$ cat src/rtl/tdc_pkg.sv
package tdc_pkg;
  typedef enum logic [2:0] {
    ST_IDLE,
    ST_CAL_L,
    ST_CAL_T,
    ST_DIV_L,
    ST_DIV_T
  } tdc_state_t;
endpackage

$ cat src/rtl/therm_count.sv
module therm_count #(
  parameter int TAPS = 16,
  localparam int TW = $clog2(TAPS + 1)
) (
  input  logic [TAPS-1:0] taps,
  output logic [TW-1:0]   count
);
  logic [TAPS-1:0] run;

  assign run[0] = taps[0];
  for (genvar i = 1; i < TAPS; i++) begin : g_run
    assign run[i] = run[i-1] & taps[i];
  end

  always_comb begin
    count = '0;
    for (int k = 0; k < TAPS; k++) count = count + TW'(run[k]);
  end

  always_comb begin
    if (int'(count) < TAPS)
      assert_first_zero_R2: assert (taps[count] == 1'b0);
  end
endmodule

$ cat src/rtl/seq_divider.sv
module seq_divider #(
  parameter int NW = 13,
  parameter int DW = 5,
  localparam int CNW = $clog2(NW + 1)
) (
  input  logic          clk,
  input  logic          rst,
  input  logic          start,
  input  logic [NW-1:0] num,
  input  logic [DW-1:0] den,
  output logic [NW-1:0] quo,
  output logic          done
);
  logic [NW-1:0]  rem;
  logic [NW-1:0]  num_h;
  logic [DW-1:0]  den_h;
  logic [CNW-1:0] cnt;
  logic           run;
  logic [NW:0]    trial;

  assign trial = {rem, quo[NW-1]};

  always_ff @(posedge clk) begin
    if (rst) begin
      rem   <= '0;
      quo   <= '0;
      num_h <= '0;
      den_h <= '0;
      cnt   <= '0;
      run   <= 1'b0;
      done  <= 1'b0;
    end else begin
      done <= 1'b0;
      if (!run) begin
        if (start) begin
          rem   <= '0;
          quo   <= num;
          num_h <= num;
          den_h <= den;
          cnt   <= CNW'(NW);
          run   <= 1'b1;
        end
      end else begin
        if (trial >= (NW+1)'(den_h)) begin
          rem <= NW'(trial - (NW+1)'(den_h));
          quo <= {quo[NW-2:0], 1'b1};
        end else begin
          rem <= NW'(trial);
          quo <= {quo[NW-2:0], 1'b0};
        end
        cnt <= cnt - 1'b1;
        if (cnt == CNW'(1)) begin
          run  <= 1'b0;
          done <= 1'b1;
        end
      end
    end
  end

  assert_div_exact_R6: assert property (@(posedge clk) disable iff (rst)
    done |-> ((2*NW)'(quo) * (2*NW)'(den_h) + (2*NW)'(rem) == (2*NW)'(num_h)
              && (NW+1)'(rem) < (NW+1)'(den_h)));
endmodule

$ cat src/rtl/pulse_capture.sv
module pulse_capture #(
  parameter int CW = 12,
  parameter int TW = 5
) (
  input  logic          clk,
  input  logic          rst,
  input  logic          gate,
  input  logic [TW-1:0] lead_dec,
  input  logic [TW-1:0] trail_dec,
  output logic [CW-1:0] coarse,
  output logic [TW-1:0] lead_cnt,
  output logic [TW-1:0] trail_cnt
);
  localparam logic [CW-1:0] CMAX = '1;
  logic gate_q;

  always_ff @(posedge clk) begin
    if (rst) begin
      gate_q    <= 1'b0;
      coarse    <= '0;
      lead_cnt  <= '0;
      trail_cnt <= '0;
    end else begin
      gate_q <= gate;
      if (gate && !gate_q) begin
        coarse   <= CW'(1);
        lead_cnt <= lead_dec;
      end else if (gate && gate_q && coarse != CMAX) begin
        coarse <= coarse + 1'b1;
      end
      if (!gate && gate_q) trail_cnt <= trail_dec;
    end
  end

  assert_coarse_step_R3: assert property (@(posedge clk) disable iff (rst)
    $past(gate && gate_q && coarse != CMAX) |-> coarse == $past(coarse) + 1'b1);
endmodule

$ cat src/rtl/interval_tdc.sv
module interval_tdc #(
  parameter int TAPS = 16,
  parameter int CW   = 12,
  parameter int FRAC = 8,
  localparam int TW  = $clog2(TAPS + 1),
  localparam int NW  = TW + FRAC,
  localparam int RW  = CW + FRAC
) (
  input  logic            clk,
  input  logic            rst,
  input  logic            cal_start,
  input  logic            gate,
  input  logic            coarse_done,
  input  logic [TAPS-1:0] lead_taps,
  input  logic [TAPS-1:0] trail_taps,
  output logic            busy,
  output logic            cal_error,
  output logic [RW-1:0]   result,
  output logic            result_valid
);
  import tdc_pkg::*;

  tdc_state_t     state;
  logic [TW-1:0]  lead_dec, trail_dec;
  logic [TW-1:0]  lead_cnt, trail_cnt;
  logic [CW-1:0]  coarse, coarse_snap;
  logic [TW-1:0]  lead_per, trail_per;
  logic [NW-1:0]  lead_frac;
  logic           div_start, div_done;
  logic [NW-1:0]  div_num, div_q;
  logic [TW-1:0]  div_den;
  logic           accept_cal, accept_meas, period_ok;
  logic [RW+1:0]  pos_sum, diff;
  logic [RW-1:0]  res_next;

  therm_count #(.TAPS(TAPS)) u_lead_dec  (.taps(lead_taps),  .count(lead_dec));
  therm_count #(.TAPS(TAPS)) u_trail_dec (.taps(trail_taps), .count(trail_dec));

  pulse_capture #(.CW(CW), .TW(TW)) u_cap (
    .clk(clk), .rst(rst), .gate(gate),
    .lead_dec(lead_dec), .trail_dec(trail_dec),
    .coarse(coarse), .lead_cnt(lead_cnt), .trail_cnt(trail_cnt)
  );

  assign accept_cal  = (state == ST_IDLE) && cal_start;
  assign accept_meas = (state == ST_IDLE) && coarse_done && !cal_start;
  assign period_ok   = (lead_per != '0) && (trail_per != '0);
  assign div_start   = (accept_meas && period_ok) || (state == ST_DIV_L && div_done);
  assign div_num     = (state == ST_DIV_L) ? {trail_cnt, {FRAC{1'b0}}}
                                           : {lead_cnt,  {FRAC{1'b0}}};
  assign div_den     = (state == ST_DIV_L) ? trail_per : lead_per;

  seq_divider #(.NW(NW), .DW(TW)) u_div (
    .clk(clk), .rst(rst), .start(div_start),
    .num(div_num), .den(div_den), .quo(div_q), .done(div_done)
  );

  always_comb begin
    pos_sum = {2'b00, coarse_snap, {FRAC{1'b0}}} + (RW+2)'(lead_frac);
    diff    = pos_sum - (RW+2)'(div_q);
    if (pos_sum < (RW+2)'(div_q))   res_next = '0;
    else if (diff[RW+1:RW] != 2'b0) res_next = '1;
    else                            res_next = diff[RW-1:0];
  end

  always_ff @(posedge clk) begin
    if (rst) begin
      state        <= ST_IDLE;
      lead_per     <= '0;
      trail_per    <= '0;
      coarse_snap  <= '0;
      lead_frac    <= '0;
      cal_error    <= 1'b0;
      result       <= '0;
      result_valid <= 1'b0;
    end else begin
      result_valid <= 1'b0;
      unique case (state)
        ST_IDLE: begin
          if (accept_cal) begin
            cal_error <= 1'b0;
            state     <= ST_CAL_L;
          end else if (accept_meas) begin
            if (!period_ok) begin
              cal_error <= 1'b1;
            end else begin
              cal_error   <= 1'b0;
              coarse_snap <= coarse;
              state       <= ST_DIV_L;
            end
          end
        end
        ST_CAL_L: begin
          lead_per <= lead_dec;
          state    <= ST_CAL_T;
        end
        ST_CAL_T: begin
          trail_per <= trail_dec;
          state     <= ST_IDLE;
        end
        ST_DIV_L: begin
          if (div_done) begin
            lead_frac <= div_q;
            state     <= ST_DIV_T;
          end
        end
        ST_DIV_T: begin
          if (div_done) begin
            result       <= res_next;
            result_valid <= 1'b1;
            state        <= ST_IDLE;
          end
        end
        default: state <= ST_IDLE;
      endcase
    end
  end

  assign busy = (state != ST_IDLE);

  assert_valid_pulse_R7: assert property (@(posedge clk) disable iff (rst)
    result_valid |=> !result_valid);
  assert_err_no_result_R8: assert property (@(posedge clk) disable iff (rst)
    cal_error |-> !result_valid);
  assert_busy_before_valid_R10: assert property (@(posedge clk) disable iff (rst)
    result_valid |-> $past(busy) && !busy);
  assert_periods_held_R9: assert property (@(posedge clk) disable iff (rst)
    (state == ST_DIV_L || state == ST_DIV_T) |=> $stable(lead_per) && $stable(trail_per));
endmodule

$ cat config.mk
export PLATFORM = sky130hd
export DESIGN_NAME = interval_tdc
export DESIGN_NICKNAME = d
export VERILOG_FILES = /design/src/rtl/tdc_pkg.sv /design/src/rtl/therm_count.sv /design/src/rtl/seq_divider.sv /design/src/rtl/pulse_capture.sv /design/src/rtl/interval_tdc.sv
export SDC_FILE = /design/constraint.sdc
export NUM_CORES = 1
export LEC_CHECK = 0
export BUFFER_PORTS_ARGS = -buffer_cell sky130_fd_sc_hd__buf_2
export CAP_MARGIN = 20
export CORE_AREA = 2 2 156 97
export DETAILED_ROUTE_END_ITERATION = 12
export DIE_AREA = 0 0 158 99
export HOLD_SLACK_MARGIN = 0.06
export PLACE_DENSITY = 0.76
export SETUP_SLACK_MARGIN = 0.5
export SLEW_MARGIN = 20
export SYNTH_ARGS = -nofsm -noshare
export SYNTH_HDL_FRONTEND = slang
export SYNTH_HIERARCHICAL = 1
export SYNTH_SLANG_ARGS = --single-unit
$ cat constraint.sdc
create_clock -name clk -period 4.7 [get_ports clk]
set_input_delay 0.94 -clock clk [delete_from_list [all_inputs] [get_ports clk]]
set_output_delay 0.94 -clock clk [all_outputs]
set_load 0.1 [all_outputs]
==> results by group <==
GRT
  • Overflow after GRT: 0
  • Largest net degree at the start of global routing: 34
  • Vias in the first global route: 6,157
  • Overall Global Routing Usage: 0.240
  • Initial antenna violation count: 0
  • First-pass GRT wire length: 30.2 mm

Clock network
  • Clock Tree Buf Depth: 2
  • Clk Latency, worst-skew pair: 0.42 ns
  • CTS Buf Count: 17
  • CTS sink count: 120
  • CTS tree: done
  • Clock transition at path regs: 0.06 ns
  • H-tree Lvls: 4
  • Hold Buf Count CTS: 0
  • Root buf cell: clkbuf_16

STA
  • Pins Over Slew Limit: 0
  • Hold_ws: 0.443 ns
  • Fmax: 219 MHz
  • Fin. Hold Viols: 0
  • Worst slew margin: 0.239
  • Setup Viol. Count Final: 0
  • Worst Skew: 0.0116 ns
  • PnR worst setup slack: 0.127 ns
  • Fin crit period: 4.57 ns
  • Final cycle utilization of the critical path: 0.973
  • RSZ-0062 raised after global routing: yes
  • Worst-Margin Slew: 1.14 ns

Finish
  • N_diodes: 0
  • Share of cells above drive strength 1: 0.209
  • NumNets Final: 1,068
  • Area Growth Syn to Fin: 19.6%
  • Multi-input gate area: 0.00498 mm²
  • Fill cells: 1,199
  • Most frequent cells in the layout: dfxtp_1, nor2_1, nand2_1
  • Non-Filler Instances: 1,183
  • Most common cell after layout, fill and taps aside: dfxtp_1
  • Reg area: 0.00240 mm²
  • Final instance area: 0.00912 mm²

Die
  • I/O pins: 60
  • Row count: 34
  • Starting Density: 0.537
  • Die Area: 0.0156 mm²
  • Placeable Area: 0.0142 mm²
  • Width of the chip: 158 µm
  • Die Ht: 99 µm

Placed design
  • Placed Cells: 1,149
  • DP Wirelength: 12.9 mm
  • GPL Wtd Cong: 0.906
  • Pre-CTS setup slack: -0.417 ns
  • I/O Buffers: 59
  • Placed inst area: 0.00833 mm²

Pwr
  • Pwr/cell area: 278 mW/mm²
  • Total power: 2.53 mW
  • Worst vdd ir: 0.211 mV
  • Leak pwr: 3.69 nW

Outcome
  • Run status: completed

Setup path
  • Max incr delay on CP: 0.54 ns
  • CP max-delay cell: fa_1
  • Critical path arrival: 4.87 ns
  • CP Data Required Time: 5.00 ns
  • Max FO, Critical Path: 2
  • Worst Setup Start Kind: input port
  • Critical path endpoint category: register
  • Cells along the critical path: buf_6 -> nand3_4 -> nor4_4 -> nand2_1 -> fa_1 -> inv_2 -> fa_1 -> inv_2 -> fa_1 -> inv_2 -> fa_1 -> inv_1 -> fa_2 -> fa_2 -> inv_2 -> mux2i_1 -> nor2_1
  • Critical path class: input port to register

Job
  • Max-cap viol count: 0

Synth
  • Post-synth EDFFs: 0
  • Register area share after synthesis: 0.315
  • Mapped Cells: 891
  • Top FF cell, synth: dfxtp_1
  • FF+latch count, synth: 120
  • Mean Syn Cell Area: 8.56 µm²
  • Cell variety after synth: 87
  • Synthesized area: 0.00762 mm²
  • YS warnings: 6
  • Async set-reset flop share out of synthesis: 0

Drt
  • Total wire length: 17.9 mm
  • DRT antenna net count: 0
  • Total number of vias: 6,562
  • Drt initial violations: 610
  • DRT Pass-1 Iters: 5
  • # DRC: 0
  • Vias/cell: 5.55
  • Routed len/inst: 15.1 µm

Worst hold path
  • Worst Hold Class: register to register
-- cells in the mapped netlist, types with 9 or more instances --
cell / n / area share
nor3_1: 15 / 0.0098
xor2_1: 10 / 0.011
and2_1: 9 / 0.0074
nand2_1: 76 / 0.037
nor2_1: 104 / 0.051
nor2b_1: 14 / 0.011
inv_1: 61 / 0.030
o21ai_0: 25 / 0.016
mux2_2: 11 / 0.016
a221o_1: 10 / 0.013
and4_1: 9 / 0.010
nand3_1: 31 / 0.020
xnor2_1: 23 / 0.026
fa_1: 19 / 0.050
clkbuf_1: 26 / 0.013
dfxtp_1: 120 / 0.32
a21oi_1: 69 / 0.045
ha_1: 38 / 0.062
nand4_1: 10 / 0.0082
mux2i_1: 52 / 0.068
-- metrics by stage --
step / util / TNS, ns
after floorplan: - / -0.637
after global placement: 0.586 / -3.46
after detailed placement: 0.586 / -4.91
after CTS: 0.639 / 0
after global routing: 0.642 / -0.283
final: 0.642 / 0
-- per-layer routing --
layer  up-vias  share of wire  track usage
met5         -              0            0
met4         0          0.011       0.0686
met3        21          0.056       0.0501
met2       185           0.41        0.336
met1      3037           0.53        0.368
li1       3319              -            -
-- flip-flops by register name (all words and copies together) (netlist names) --
name / flops
u_div/run: 1
u_div/done: 1
lead_frac: 13
coarse_snap: 12
u_cap/gate_q: 1
u_div/cnt: 4
result: 20
u_cap/coarse: 12
u_div/quo: 13
cal_error: 1
u_div/den_h: 5
u_cap/trail_cnt: 5
u_div/rem: 13
lead_per: 5
result_valid: 1
state: 3
u_cap/lead_cnt: 5
trail_per: 5
-- cell families (layout without fill, tap and decap cells) --
logic type               after synthesis  count (layout)  synth area share
XOR/XNOR                              33              33            0.0379
adder cells (fa/ha/maj)               57              57             0.112
multiplexers                          63              63            0.0845
flip-flops                           120             120             0.315
AND/OR/NAND/NOR                      335             335             0.227
other                                  1               8          0.000492
buffers and inverters                 99             186            0.0520
AO/OA/AOI/OAI                        183             183             0.171
-- power breakdown --
group	total [mW]	internal, mW	switching (mW)	leakage (nW)
Sequential	1.04	1.03	0.0100	0.968
Clock	1.29	0.819	0.468	0.286
Combinational	0.208	0.0835	0.125	2.44
Total	2.53	1.93	0.602	3.69
-- area by class of cell --
cell class / instances / share of cell area
tap: 198 / 0.0272
clock buffer: 24 / 0.0572
timing repair buffer: 95 / 0.0734
clock inverter: 6 / 0.00700
multi-input combinational: 679 / 0.547
sequential: 120 / 0.263
inverter: 61 / 0.0251
-- worst paths after layout --
| check | startpoint | endpoint | slack, ns | depth (start not counted) |
|---|---|---|---|---|
| min reg2reg | result[17] | result[17] | 0.44 | 2 |
| max | trail_taps[9] | u_cap/trail_cnt[1] | 0.13 | 17 |
| min | result[17] | result[17] | 0.44 | 2 |
| max reg2reg | coarse_snap[0] | result[7] | 0.83 | 15 |
-- timing repair --
item,in CTS,in global routing
cloned,0,0
gates resized for setup,38,11
buffers inserted,2,2
pin swaps,11,14
setup endpoints to repair,20,30
-- worst max-delay path, delay by kind of cell --
| kind | cells | cell delay [ns] |
|---|---|---|
| multiplexers | 1 | 0.16 |
| adder cells (fa/ha/maj) | 6 | 2.90 |
| AND/OR/NAND/NOR | 4 | 0.57 |
| buffers and inverters | 6 | 0.29 |
(Power assumes the default switching activity.)
